[src/rtl/priv_pkg.sv]
package priv_pkg;

    typedef enum logic [1:0] {
        MODE_KERNEL = 2'b00,
        MODE_USER   = 2'b11
    } mode_e;

    typedef struct packed {
        mode_e cur;
        mode_e prev;
    } mode_st_t;

    typedef struct packed {
        logic req;
        logic map_en;
        logic shadow_en;
        logic trap;
    } ctl_st_t;

endpackage

[src/rtl/priv_mode_fsm.sv]
module priv_mode_fsm
    import priv_pkg::*;
(
    input  logic  clk,
    input  logic  rst_n,
    input  logic  iack,
    input  logic  iack_user_hold,
    input  logic  swi,
    input  logic  rti_done,
    input  logic  user_req,
    output mode_e cur_mode,
    output mode_e prev_mode,
    output logic  req_consume
);

    mode_st_t st_d, st_q;
    logic     enter_k;

    always_comb begin
        st_d        = st_q;
        enter_k     = swi | (iack & ~iack_user_hold);
        req_consume = 1'b0;
        if (enter_k) begin
            st_d.prev = st_q.cur;
            st_d.cur  = MODE_KERNEL;
        end else if (rti_done && user_req) begin
            st_d.cur    = MODE_USER;
            req_consume = 1'b1;
        end
    end

    always_ff @(posedge clk or negedge rst_n) begin
        if (!rst_n) begin
            st_q.cur  <= MODE_KERNEL;
            st_q.prev <= MODE_KERNEL;
        end else begin
            st_q <= st_d;
        end
    end

    assign cur_mode  = st_q.cur;
    assign prev_mode = st_q.prev;

    p_iack_entry_r5: assert property (@(posedge clk) disable iff (!rst_n)
        (iack && !iack_user_hold) |=> (cur_mode == MODE_KERNEL));

    p_swi_entry_r6: assert property (@(posedge clk) disable iff (!rst_n)
        swi |=> (cur_mode == MODE_KERNEL));

    p_prev_user_r7: assert property (@(posedge clk) disable iff (!rst_n)
        (swi && cur_mode == MODE_USER) |=> (prev_mode == MODE_USER));

    p_entry_wins_r10: assert property (@(posedge clk) disable iff (!rst_n)
        (swi && rti_done) |-> !req_consume);

endmodule

[src/rtl/priv_ctl_reg.sv]
module priv_ctl_reg
    import priv_pkg::*;
#(
    parameter int ADDR_W   = 16,
    parameter int DATA_W   = 16,
    parameter int CTL_ADDR = 16'o177700,
    parameter int VEC_W    = 8,
    parameter int TRAP_VEC = 4
) (
    input  logic              clk,
    input  logic              rst_n,
    input  logic [ADDR_W-1:0] bus_addr,
    input  logic              bus_rd,
    input  logic              bus_wr,
    input  logic [DATA_W-1:0] bus_wdata,
    output logic [DATA_W-1:0] bus_rdata,
    input  mode_e             cur_mode,
    input  logic              req_consume,
    output logic              user_req,
    output logic              map_en,
    output logic              shadow_en,
    output logic              trap_req,
    output logic [VEC_W-1:0]  trap_vec
);

    localparam int BIT_SHADOW = 0;
    localparam int BIT_MAP    = 1;
    localparam int BIT_REQ    = 2;
    localparam int BIT_CUR    = 3;

    ctl_st_t st_d, st_q;
    logic    hit, in_kernel, kwrite;

    always_comb begin
        hit       = (bus_addr == ADDR_W'(CTL_ADDR));
        in_kernel = (cur_mode == MODE_KERNEL);
        kwrite    = hit && bus_wr && in_kernel;
        st_d      = st_q;
        st_d.trap = hit && (bus_rd || bus_wr) && !in_kernel;
        if (kwrite) begin
            st_d.req       = bus_wdata[BIT_REQ];
            st_d.map_en    = bus_wdata[BIT_MAP];
            st_d.shadow_en = bus_wdata[BIT_SHADOW];
        end
        if (req_consume) begin
            st_d.req = 1'b0;
        end
        bus_rdata = '0;
        if (hit && bus_rd && in_kernel) begin
            bus_rdata[BIT_SHADOW] = st_q.shadow_en;
            bus_rdata[BIT_MAP]    = st_q.map_en;
            bus_rdata[BIT_REQ]    = st_q.req;
            bus_rdata[BIT_CUR]    = cur_mode[0];
        end
    end

    always_ff @(posedge clk or negedge rst_n) begin
        if (!rst_n) begin
            st_q.req       <= 1'b0;
            st_q.map_en    <= 1'b0;
            st_q.shadow_en <= 1'b1;
            st_q.trap      <= 1'b0;
        end else begin
            st_q <= st_d;
        end
    end

    assign user_req  = st_q.req;
    assign map_en    = st_q.map_en;
    assign shadow_en = st_q.shadow_en;
    assign trap_req  = st_q.trap;
    assign trap_vec  = st_q.trap ? VEC_W'(TRAP_VEC) : '0;

    p_user_trap_r9: assert property (@(posedge clk) disable iff (!rst_n)
        (hit && (bus_rd || bus_wr) && cur_mode == MODE_USER) |=> trap_req);

    p_user_wr_quiet_r9: assert property (@(posedge clk) disable iff (!rst_n)
        (bus_wr && cur_mode == MODE_USER && !req_consume)
        |=> ($stable(map_en) && $stable(shadow_en) && $stable(user_req)));

    p_consume_clears_r11: assert property (@(posedge clk) disable iff (!rst_n)
        req_consume |=> !user_req);

endmodule

[src/rtl/priv_mode_ctl.sv]
module priv_mode_ctl
    import priv_pkg::*;
(
    input  logic        clk,
    input  logic        rst_n,
    input  logic [15:0] bus_addr,
    input  logic        bus_rd,
    input  logic        bus_wr,
    input  logic [15:0] bus_wdata,
    output logic [15:0] bus_rdata,
    input  logic        rti_done,
    input  logic        iack,
    input  logic        iack_user_hold,
    input  logic        swi,
    output logic [3:0]  psw_mode,
    output logic        sp_bank,
    output logic        map_en,
    output logic        shadow_en,
    output logic        trap_req,
    output logic [7:0]  trap_vec
);

    mode_e cur_mode, prev_mode;
    logic  req_consume, user_req;

    priv_mode_fsm u_fsm (
        .clk            (clk),
        .rst_n          (rst_n),
        .iack           (iack),
        .iack_user_hold (iack_user_hold),
        .swi            (swi),
        .rti_done       (rti_done),
        .user_req       (user_req),
        .cur_mode       (cur_mode),
        .prev_mode      (prev_mode),
        .req_consume    (req_consume)
    );

    priv_ctl_reg #(
        .ADDR_W   (16),
        .DATA_W   (16),
        .CTL_ADDR (16'o177700),
        .VEC_W    (8),
        .TRAP_VEC (4)
    ) u_reg (
        .clk         (clk),
        .rst_n       (rst_n),
        .bus_addr    (bus_addr),
        .bus_rd      (bus_rd),
        .bus_wr      (bus_wr),
        .bus_wdata   (bus_wdata),
        .bus_rdata   (bus_rdata),
        .cur_mode    (cur_mode),
        .req_consume (req_consume),
        .user_req    (user_req),
        .map_en      (map_en),
        .shadow_en   (shadow_en),
        .trap_req    (trap_req),
        .trap_vec    (trap_vec)
    );

    assign psw_mode = {cur_mode, prev_mode};
    assign sp_bank  = (cur_mode == MODE_USER);

    p_user_entry_req_clear_r4: assert property (@(posedge clk) disable iff (!rst_n)
        $rose(cur_mode == MODE_USER) |-> !user_req);

    p_rti_needs_req_r4: assert property (@(posedge clk) disable iff (!rst_n)
        (rti_done && !user_req && cur_mode == MODE_KERNEL) |=> (cur_mode == MODE_KERNEL));

endmodule

[config.mk]
export PLATFORM = sky130hd
export DESIGN_NAME = priv_mode_ctl
export DESIGN_NICKNAME = d
export VERILOG_FILES = /design/src/rtl/priv_pkg.sv /design/src/rtl/priv_mode_fsm.sv /design/src/rtl/priv_ctl_reg.sv /design/src/rtl/priv_mode_ctl.sv
export SDC_FILE = /design/constraint.sdc
export NUM_CORES = 1
export LEC_CHECK = 0
export BUFFER_PORTS_ARGS = -buffer_cell sky130_fd_sc_hd__clkbuf_2
export CORE_MARGIN = 2
export CORE_UTILIZATION = 30
export DETAILED_ROUTE_END_ITERATION = 10
export PLACE_DENSITY = 0.89
export SYNTH_ARGS = -nofsm -noshare
export SYNTH_HDL_FRONTEND = slang
export SYNTH_SLANG_ARGS = --single-unit
[constraint.sdc]
create_clock -name clk -period 1.8 [get_ports clk]
set_input_delay 0.36 -clock clk [delete_from_list [all_inputs] [get_ports clk]]
set_output_delay 0.36 -clock clk [all_outputs]
set_load 0.02 [all_outputs]
# Word level (Yosys, flattened, before mapping)
# Cells that the tools add are included.
[word_totals]
inputBits = 40
ff_bits = 8
output_inout_bits = 32
[op_classes]
n_eq_ne = 2
n_reduce_logical = 12
muxes = 8
n_bitwise = 3
[ops]
columns = ["op", "count"]
rows = [
  ["16-bit equality test (second input constant)", 1],
  ["1-bit logical AND", 7],
  ["3-bit two-way mux", 2],
  ["2-bit two-way mux", 2],
  ["4-bit two-way mux", 1],
  ["2-bit nonzero test", 2],
  ["1-bit two-way mux", 3],
  ["2-bit equality test (second input constant)", 1],
  ["2-bit logical NOT", 1],
  ["1-bit bitwise AND", 1],
  ["1-bit logical NOT", 1],
  ["1-bit logical OR", 1],
  ["1-bit inverter", 1],
  ["1-bit OR", 1],
]

# Depth between registers and ports, before layout
# Gate-level depths: netlist of run 1.
[logic_depth]
word_depth = 5
ltp_mapped = 4

# Modules after synthesis
# A second synthesis of run 1 with hierarchy kept.
[unflattened]
cells_unflattened = 55
area_unflattened_um2 = 524.3
[modules_own_cells]
columns = ["module", "area_per_inst_um2", "n_inst", "cells_each", "seq_area_each_um2"]
rows = [
  ["priv_ctl_reg", 407.9, 1, 44, 101.3],
  ["priv_mode_fsm", 110.1, 1, 10, 50.0],
  ["priv_mode_ctl", 6.3, 1, 1, 0.0],
]

# Worst setup path before layout of run 1
# No wires, ideal clock.
[synth_path]
path_type = "in2out"
from = "input port bus_addr[3]"
to = "output port bus_rdata[0]"
cell_stages = 4
n_path_buf = 0
slack_ps = 81
arrival_ps = 1359
cell_sequence = "nor4b_4 nand3_2 nor4b_1 and2_1"
[synth_via]
elab_chain_len = 4
[synth_rtl]
columns = ["element", "line_no", "rtl"]
rows = [
  ["start, declared", "priv_mode_ctl.sv:6", "input logic [15:0] bus_addr,"],
  ["16-bit equality test", "priv_ctl_reg.sv:35", "hit = (bus_addr == ADDR_W'(CTL_ADDR));"],
  ["1-bit logical AND (2 in series)", "priv_ctl_reg.sv:49", "if (hit && bus_rd && in_kernel) begin"],
  ["4-bit two-way mux", "priv_ctl_reg.sv:49", ""],
  ["end, declared", "priv_mode_ctl.sv:10", "output logic [15:0] bus_rdata,"],
]
# Every way passes these cells.

# Final worst setup path of run 1
# Same ends and word-level chain as after synthesis.

==> reports/qor.txt, run 1 <==
Post-CTS setup buffer count: 0
Kind of critical path: input pin to primary output
Worst hold endpoint: u_reg.shadow_en$_DFFE_PN1P_
Starting Density: 0.315
Worst R2R End: u_reg.map_en$_DFFE_PN0P_
VDD IR max: 0.266 mV
Number of DRC markers in iteration 0: 3
Slew Limit Fails: 0
Fin crit period: 1.88 ns
Initial antenna violation count: 0
Tot GR Track Use: 0.101
Max Freq: 531 MHz
Min-delay worst type: input pin to flop
Die area: 2150 µm²
Antenna fix cells: 0
H-tree Lvls: 1
Via-to-Cell Ratio: 3.80
Commonest non-fill, non-tap cells in the layout: clkbuf_2, conb_1, dfrtp_1
Final setup violating endpoints: 3
Period utilisation layout: 1.05
TritonCTS clock tree: yes
FF+latch count, synth: 6
RSZ-0062 raised after global routing: yes
Commonest non-fill, non-tap cell in the layout: clkbuf_2
# port buffers: 38
Register area share after synthesis: 0.281
Area grow syn2layout: 45.3%
First-pass GRT wire length: 1520 µm
Total power: 0.410 mW
ANT nets after route: 0
Area leader, netlist: buf_4
Drt total wl: 1180 µm
Yosys Warn Count: 0
Fillers: 176
CTS Sinks: 6
Worst slack at placement: -0.179 ns
CP Data Required Time: 1.44 ns
Combinational share of power: 0.297
Avg Cell Area, Syn: 9.61 µm²
RR Startpoint: u_fsm.cur_mode[0]$_DFFE_PN0P_
Net Switching: 0.135 mW
Drt pass-1 iters: 4
Endpoint class of the critical path: primary output
Seq pwr share: 0.373
Critical path, cell by cell: buf_6 > nor4b_4 > nand3_2 > nor4b_2 > buf_4 > and2_4 > buf_8
Hold Path Stages: 2
Status: complete, but fails checks
GPL Wtd Cong: 0.678
Largest cells by area after synthesis: buf_4, dfrtp_1, mux2_4, dfstp_2, nor4b_4
DR DRC count: 0
Maximum buffer depth of the clock tree: 2
Total grt overflow: 0
Hold Startpoint: bus_wdata[0]
CP Launch Type: input pin
Max stage delay on crit path: 0.28 ns
Layout Skew: 0.00327 ns
Drt wl/cell: 9.57 µm
Buffer and inverter count on the worst path: 3
Clock power frac: 0.330
Final HPWL DP: 1000 µm
Delay-heaviest family, CP: simple AND/OR/NAND/NOR gates
Switch share: 0.331
Internal power: 0.274 mW
CP max-delay cell: nor4b_4
Die W: 46.4 µm
Final std cells w/o fill: 123
Nets: 139
Reg clk slew, reported paths: 0.05 ns
Crit-path max FO: 3
R2R cell count: 2
DIE HEIGHT: 46.4 µm
Static Leak: 0.448 nW
R2R Setup Slk: 0.35 ns
Root Buffer: clkbuf_4
CTS Buf Count: 3
Synth cell types: 23
Failing checks: setup timing
Vias in the first global route: 381
# IOs: 72
Fin Setup TNS: -0.230 ns
Final hold violations: 0
FP Rows: 15
Post-Syn Area: 538 µm²
Gate Count Post-Synth: 56
Post-synth top area share: 0.335
Share of layout cells above drive strength 1: 0.571
Core area: 1710 µm²
Max Cap Viol: 0
Pin count of the biggest net entering global routing: 7
Placed insts: 118
Final worst-path setup slack: -0.0815 ns
Clock latency on the worst-skew pair: 0.24 ns
Pwr dens: 524 nW/µm²
Critical path data arrival time: 1.52 ns
Via Count: 467
## how the worst max path moves through the flow
stage	start	endpoint	slack, ns	depth (start not counted)
final	bus_addr[3]	bus_rdata[0]	-0.08	7
after global routing	bus_addr[3]	bus_rdata[2]	-0.14	7
after CTS	bus_addr[1]	bus_rdata[2]	-0.09	7
after detailed placement	bus_addr[3]	u_reg.map_en$_DFFE_PN0P_	-0.18	6
after global placement	bus_addr[3]	bus_rdata[2]	-0.14	7
after floorplan	bus_addr[3]	bus_rdata[0]	0.08	4
## per-stage QoR
stage               area (µm²)  utilization  hold WS, ns
finish                     782        0.458        0.348
CTS                        763        0.447        0.346
detailed placement         681        0.399        0.193
floorplan                  609            -       0.0644
global route               782        0.458        0.348
global placement           681        0.399        0.191
## cell families (layout without fill, tap and decap cells)
logic type	Yosys count	count (layout)	share of synthesized area
AO/OA/AOI/OAI	5	5	0.0535
buffers and inverters	27	50	0.356
flip-flops	6	6	0.281
multiplexers	3	3	0.0767
other	1	20	0.00697
AND/OR/NAND/NOR	14	14	0.226
## power by group through the flow
stage | Sequential [mW] | Clock [mW] | Combinational (mW)
2_1_floorplan | 0.158 | 0 | 0.104
3_3_place_gp | 0.154 | 0 | 0.113
3_5_place_dp | 0.155 | 0 | 0.115
4_1_cts | 0.153 | 0.137 | 0.119
5_1_grt | 0.154 | 0.150 | 0.132
6_report | 0.153 | 0.135 | 0.122
## Yosys cell counts (all sizes together)
cell,number
and4b,1
and2,3
nand3,1
nand4,1
nor2,1
and4bb,1
inv,3
nand2,1
o22ai,1
mux2,3
a21oi,2
dfrtp,5
nor4b,2
dfstp,1
buf,24
or4,2
o21ai,1
nor3,1
conb,1
a21o,1
## metal layers
metal  track usage  wire length (µm)
met1        0.0991               403
met2         0.211               671
met3       0.00784               102
met4        0.0343                 0
met5             0                 0
## final cells by class
cell class | count | area [µm²] | share of cell area
Timing Repair Buffer | 43 | 282 | 0.360
Multi-Input combinational cell | 42 | 280 | 0.358
Inverter | 3 | 11.3 | 0.0144
Sequential cell | 6 | 151 | 0.194
Tap cell | 25 | 31.3 | 0.0400
Clock buffer | 4 | 26.3 | 0.0336
## state kept, by name (all words and copies together) (netlist names)
signal           count
u_reg.map_en         1
u_reg.shadow_en      1
u_reg.user_req       1
u_fsm.cur_mode       1
u_reg.trap_req       1
u_fsm.prev_mode      1
## what timing repair did
action | 4_1_cts | 5_1_grt
hold buffers | 1 | 0
resized for setup | 10 | 9
hold endpoints to repair | 5 | 0
pin swaps | 3 | 4
setup endpoints to repair | 3 | 3
Note: power is estimated with default switching activity, not from simulation.
==> inputs of run 2 (changes only) <==
--- a/config.mk
+++ b/config.mk
@@ -6,10 +6,11 @@
 export NUM_CORES = 1
 export LEC_CHECK = 0
 export BUFFER_PORTS_ARGS = -buffer_cell sky130_fd_sc_hd__clkbuf_2
-export CORE_MARGIN = 2
-export CORE_UTILIZATION = 30
+export CORE_MARGIN = 4
+export CORE_UTILIZATION = 29
 export DETAILED_ROUTE_END_ITERATION = 10
-export PLACE_DENSITY = 0.89
+export PLACE_DENSITY = 0.88
 export SYNTH_ARGS = -nofsm -noshare
 export SYNTH_HDL_FRONTEND = slang
+export SYNTH_HIERARCHICAL = 1
 export SYNTH_SLANG_ARGS = --single-unit
==> reports/qor.txt, run 2 <==
Status: complete, but fails checks
Failing checks: setup timing
Starting Density: 0.304
Drt pass-1 iters: 2
R2R Setup Slk: 0.55 ns
Synth cell types: 23
RSZ-0062 raised after global routing: yes
Final instance area: 749 µm²
Initial antenna violation count: 0
Via Count: 455
Area leader, netlist: buf_4
Buffer and inverter count on the worst path: 2
Nets: 137
Yosys Warn Count: 6
Drt wl/cell: 9.86 µm
# IOs: 72
Final hold violations: 0
Drt total wl: 1190 µm
Clock latency on the worst-skew pair: 0.25 ns
TritonCTS clock tree: yes
DIE HEIGHT: 50.5 µm
Layout Skew: 0.00314 ns
Commonest non-fill, non-tap cell in the layout: clkbuf_2
Commonest non-fill, non-tap cells in the layout: clkbuf_2, conb_1, dfrtp_1
Final HPWL DP: 1070 µm
Synth Flop Type: dfrtp_1
FF+latch count, synth: 6
Asr flop ratio synth: 1.00
GPL Wtd Cong: 0.805
Die W: 50.5 µm
FP Rows: 15
Largest cells by area after synthesis: buf_4, dfrtp_1, dfstp_2, and2_1, mux2_1
Max Cap Viol: 0
Min-delay worst type: input pin to flop
CTS Buf Count: 3
Antenna fix cells: 0
Crit-path max FO: 3
Reg clk slew, reported paths: 0.05 ns
Gate Count Post-Synth: 55
Post-synth top area share: 0.329
CP Data Required Time: 1.44 ns
Critical path, cell by cell: clkbuf_2 > or4b_4 > nor4_4 > and3_4 > and2_4 > buf_8
Share of layout cells above drive strength 1: 0.552
Most frequent cell after synthesis: buf_4
Worst hold endpoint: u_reg/map_en$_DFFE_PN0P_
Commonest cells post-synth: buf_4, dfrtp_1, and2_1
DR DRC count: 0
Number of DRC markers in iteration 0: 4
Kind of critical path: input pin to primary output
CTS Sinks: 6
Max Freq: 496 MHz
Tot GR Track Use: 0.100
VDD IR max: 0.182 mV
Critical path data arrival time: 1.65 ns
Pin count of the biggest net entering global routing: 9
Hold Startpoint: bus_wdata[1]
Max stage delay on crit path: 0.54 ns
RR Startpoint: u_fsm/cur_mode[0]$_DFFE_PN0P_
Fin crit period: 2.01 ns
Post-synth EDFFs: 0
H-tree Lvls: 1
Placed inst area: 673 µm²
First-pass GRT wire length: 1750 µm
Hold Path Stages: 2
Fillers: 175
Core area: 1730 µm²
Endpoint class of the critical path: primary output
Avg Cell Area, Syn: 9.53 µm²
Post-Syn Area: 524 µm²
Final worst-path setup slack: -0.215 ns
Vias in the first global route: 425
Via-to-Cell Ratio: 3.76
# port buffers: 38
Root Buffer: clkbuf_4
Fin Setup TNS: -0.639 ns
Total grt overflow: 0
Area grow syn2layout: 43.0%
Final setup violating endpoints: 3
Period utilisation layout: 1.12
ANT nets after route: 0
Delay-heaviest family, CP: simple AND/OR/NAND/NOR gates
Pwr dens: 473 nW/µm²
Slew Limit Fails: 0
Static Leak: 0.440 nW
CP Launch Type: input pin
Worst R2R End: u_reg/map_en$_DFFE_PN0P_
Maximum buffer depth of the clock tree: 2
R2R cell count: 3
CP max-delay cell: or4b_4
Die area: 2550 µm²
Register area share after synthesis: 0.289
## run 2: timing repair
item	in CTS	in global routing
resized for setup	6	5
hold buffers	1	0
endpoints found under the setup margin	3	3
hold endpoints to repair	5	0
buffers inserted	0	1
cloned	0	0
## run 2: worst max-delay path by stage
| stage | from | endpoint | slack [ns] | depth (start not counted) |
|---|---|---|---|---|
| 2_1_floorplan | bus_addr[1] | bus_rdata[0] | -0.05 | 4 |
| 3_3_place_gp | bus_addr[1] | bus_rdata[2] | -0.26 | 6 |
| 3_5_place_dp | bus_addr[1] | bus_rdata[2] | -0.28 | 6 |
| 4_1_cts | bus_addr[1] | bus_rdata[2] | -0.27 | 6 |
| 5_1_grt | bus_addr[1] | bus_rdata[1] | -0.25 | 6 |
| 6_report | bus_addr[1] | bus_rdata[0] | -0.21 | 6 |
## run 2: per-layer routing
| layer | up-vias | share of wire | GRT usage |
|---|---|---|---|
| li1 | 222 | - | - |
| met3 | 4 | 0.096 | 0.0445 |
| met1 | 205 | 0.30 | 0.0871 |
| met4 | 0 | 0.033 | 0.0942 |
| met5 | - | 0 | 0 |
| met2 | 24 | 0.57 | 0.170 |
## run 2: power breakdown
group          internal, mW  leakage [nW]  total (mW)  switching, mW
clock                0.0844        0.0150       0.140         0.0557
sequential            0.135        0.0802       0.135      0.0000266
combinational        0.0265         0.345      0.0789         0.0524
total                 0.246         0.440       0.354          0.108
## run 2: logic make-up (layout without fill, tap and decap cells)
logic type | Yosys count | in the layout | share of synthesized area
compound gates | 2 | 2 | 0.0262
buf+inv | 24 | 46 | 0.337
simple gates | 18 | 18 | 0.251
flops | 6 | 6 | 0.289
mux | 4 | 4 | 0.0907
other cells | 1 | 20 | 0.00715
## run 2: per-stage QoR
| stage | util | setup slack, ns | power, mW | instances | hold slack (ns) |
|---|---|---|---|---|---|
| 2_1_floorplan | - | -0.0492 | 0.216 | 74 | 0.0644 |
| 3_3_place_gp | 0.390 | -0.260 | 0.212 | 115 | 0.188 |
| 3_5_place_dp | 0.390 | -0.285 | 0.214 | 115 | 0.198 |
| 4_1_cts | 0.426 | -0.270 | 0.363 | 120 | 0.314 |
| 5_1_grt | 0.434 | -0.254 | 0.378 | 121 | 0.330 |
| 6_report | 0.434 | -0.215 | 0.354 | 121 | 0.323 |
## run 2: area by class of cell
| type | count | area (µm²) | share of cell area |
|---|---|---|---|
| Clock buffer | 4 | 26.3 | 0.0351 |
| Inverter | 1 | 3.75 | 0.00501 |
| Multi-Input combinational cell | 44 | 292 | 0.389 |
| Sequential cell | 6 | 151 | 0.202 |
| Tap cell | 25 | 31.3 | 0.0417 |
| Timing Repair Buffer | 41 | 245 | 0.327 |
==> inputs of run 3 (changes only) <==
--- a/config.mk
+++ b/config.mk
@@ -9,8 +9,7 @@
 export CORE_MARGIN = 4
 export CORE_UTILIZATION = 29
 export DETAILED_ROUTE_END_ITERATION = 10
-export PLACE_DENSITY = 0.88
+export PLACE_DENSITY = 0.87
 export SYNTH_ARGS = -nofsm -noshare
 export SYNTH_HDL_FRONTEND = slang
-export SYNTH_HIERARCHICAL = 1
 export SYNTH_SLANG_ARGS = --single-unit
==> reports/qor.txt, run 3 (synthesis results as in run 1) <==
Vias in the first global route: 497
Commonest non-fill, non-tap cells in the layout: clkbuf_2, conb_1, buf_4
# port buffers: 38
VDD IR max: 0.211 mV
Total grt overflow: 0
CP max-delay cell: nor4b_2
Drt total wl: 1320 µm
Total power: 0.407 mW
R2R Setup Slk: 0.23 ns
Worst hold endpoint: u_reg.map_en$_DFFE_PN0P_
Number of DRC markers in iteration 0: 4
CTS Sinks: 6
Clock latency on the worst-skew pair: 0.25 ns
Drt pass-1 iters: 4
Commonest non-fill, non-tap cell in the layout: clkbuf_2
Status: complete, but fails checks
Die area: 2610 µm²
H-tree Lvls: 1
Worst slack at placement: -0.153 ns
Initial antenna violation count: 0
R2R cell count: 3
Kind of critical path: input pin to primary output
Fin crit period: 1.88 ns
Via Count: 487
Min-delay worst type: input pin to flop
Fillers: 185
DR DRC count: 0
DIE HEIGHT: 51.1 µm
WL met3: 150 µm
Nets: 141
Area grow syn2layout: 45.3%
Antenna fix cells: 0
Slew Limit Fails: 0
Max Freq: 533 MHz
FP Rows: 15
Final HPWL DP: 1140 µm
# IOs: 72
CTS Buf Count: 3
Reg clk slew, reported paths: 0.04 ns
Core area: 1750 µm²
Max stage delay on crit path: 0.28 ns
Max Cap Viol: 0
Tot GR Track Use: 0.0996
GPL Wtd Cong: 0.732
Die W: 51.1 µm
Starting Density: 0.308
Met1 Wirelength: 452 µm
Worst R2R End: u_reg.map_en$_DFFE_PN0P_
Critical path, cell by cell: buf_6 > nor4b_4 > nand3_2 > nor4b_2 > buf_4 > and2_4 > buf_8
Final setup violating endpoints: 5
Final worst-path setup slack: -0.0763 ns
Maximum buffer depth of the clock tree: 2
Pwr dens: 520 nW/µm²
CP Data Required Time: 1.44 ns
Layout Skew: 0.0109 ns
Endpoint class of the critical path: primary output
Pin count of the biggest net entering global routing: 9
Static Leak: 0.451 nW
Critical path data arrival time: 1.52 ns
Hold Startpoint: bus_wdata[1]
TritonCTS clock tree: yes
RR Startpoint: u_fsm.cur_mode[0]$_DFFE_PN0P_
DR WL met2: 698 µm
CP Launch Type: input pin
Period utilisation layout: 1.04
DR top layer: met4
Share of layout cells above drive strength 1: 0.580
Crit-path max FO: 3
Final hold violations: 0
Worst hold slack: 0.353 ns
Via-to-Cell Ratio: 3.90
Root Buffer: clkbuf_4
Hold Path Stages: 2
First-pass GRT wire length: 1920 µm
Drt wl/cell: 10.5 µm
Failing checks: setup timing
ANT nets after route: 0
RSZ-0062 raised after global routing: yes
[run 3: power breakdown]
part           internal, mW  switching (mW)  total (mW)
Clock                0.0840          0.0493       0.133
Combinational        0.0435          0.0780       0.122
Sequential            0.144         0.00793       0.152
Total                 0.272           0.135       0.407
[run 3: critical path: cells and delay by family]
family                 cells  cell delay [ns]
and+or+nand+nor            4             0.81
buffers and inverters      3             0.35
[run 3: how the worst max path moves through the flow]
stage | startpoint | endpoint | slack, ns
after floorplan | bus_addr[3] | bus_rdata[0] | 0.08
after global placement | bus_addr[3] | bus_rdata[2] | -0.14
after detailed placement | bus_addr[3] | bus_rdata[2] | -0.15
after CTS | bus_addr[1] | bus_rdata[1] | -0.09
after global routing | bus_addr[3] | bus_rdata[1] | -0.17
final | bus_addr[3] | bus_rdata[1] | -0.08
[run 3: per-stage QoR]
step,instances,instance area [µm²],setup TNS (ns),util
after floorplan,75,609,0,-
after global placement,118,681,-0.592,0.390
after detailed placement,118,681,-0.677,0.390
after CTS,124,762,-0.246,0.437
after global routing,125,782,-0.665,0.448
final,125,782,-0.306,0.448
[run 3: what timing repair did]
action	4_1_cts	5_1_grt
endpoints found under the setup margin	3	3
buffers inserted	1	1
pin swaps	3	4
endpoints found under the hold margin	5	0
resized for setup	9	6
hold buffers	1	0
[run 3: per-layer routing]
layer	up-vias	track usage
li1	234	-
met1	220	0.0977
met2	31	0.176
met3	2	0.0408
met4	0	0.0538
met5	-	0
[run 3: cell type report]
cell class,instances,area (µm²),share of cell area
multi-input cells,42,280,0.358
clock buffers,4,26.3,0.0336
well taps,25,31.3,0.0400
flip-flops and latches,6,151,0.194
repair buffers,45,282,0.360
inverters,3,11.3,0.0144
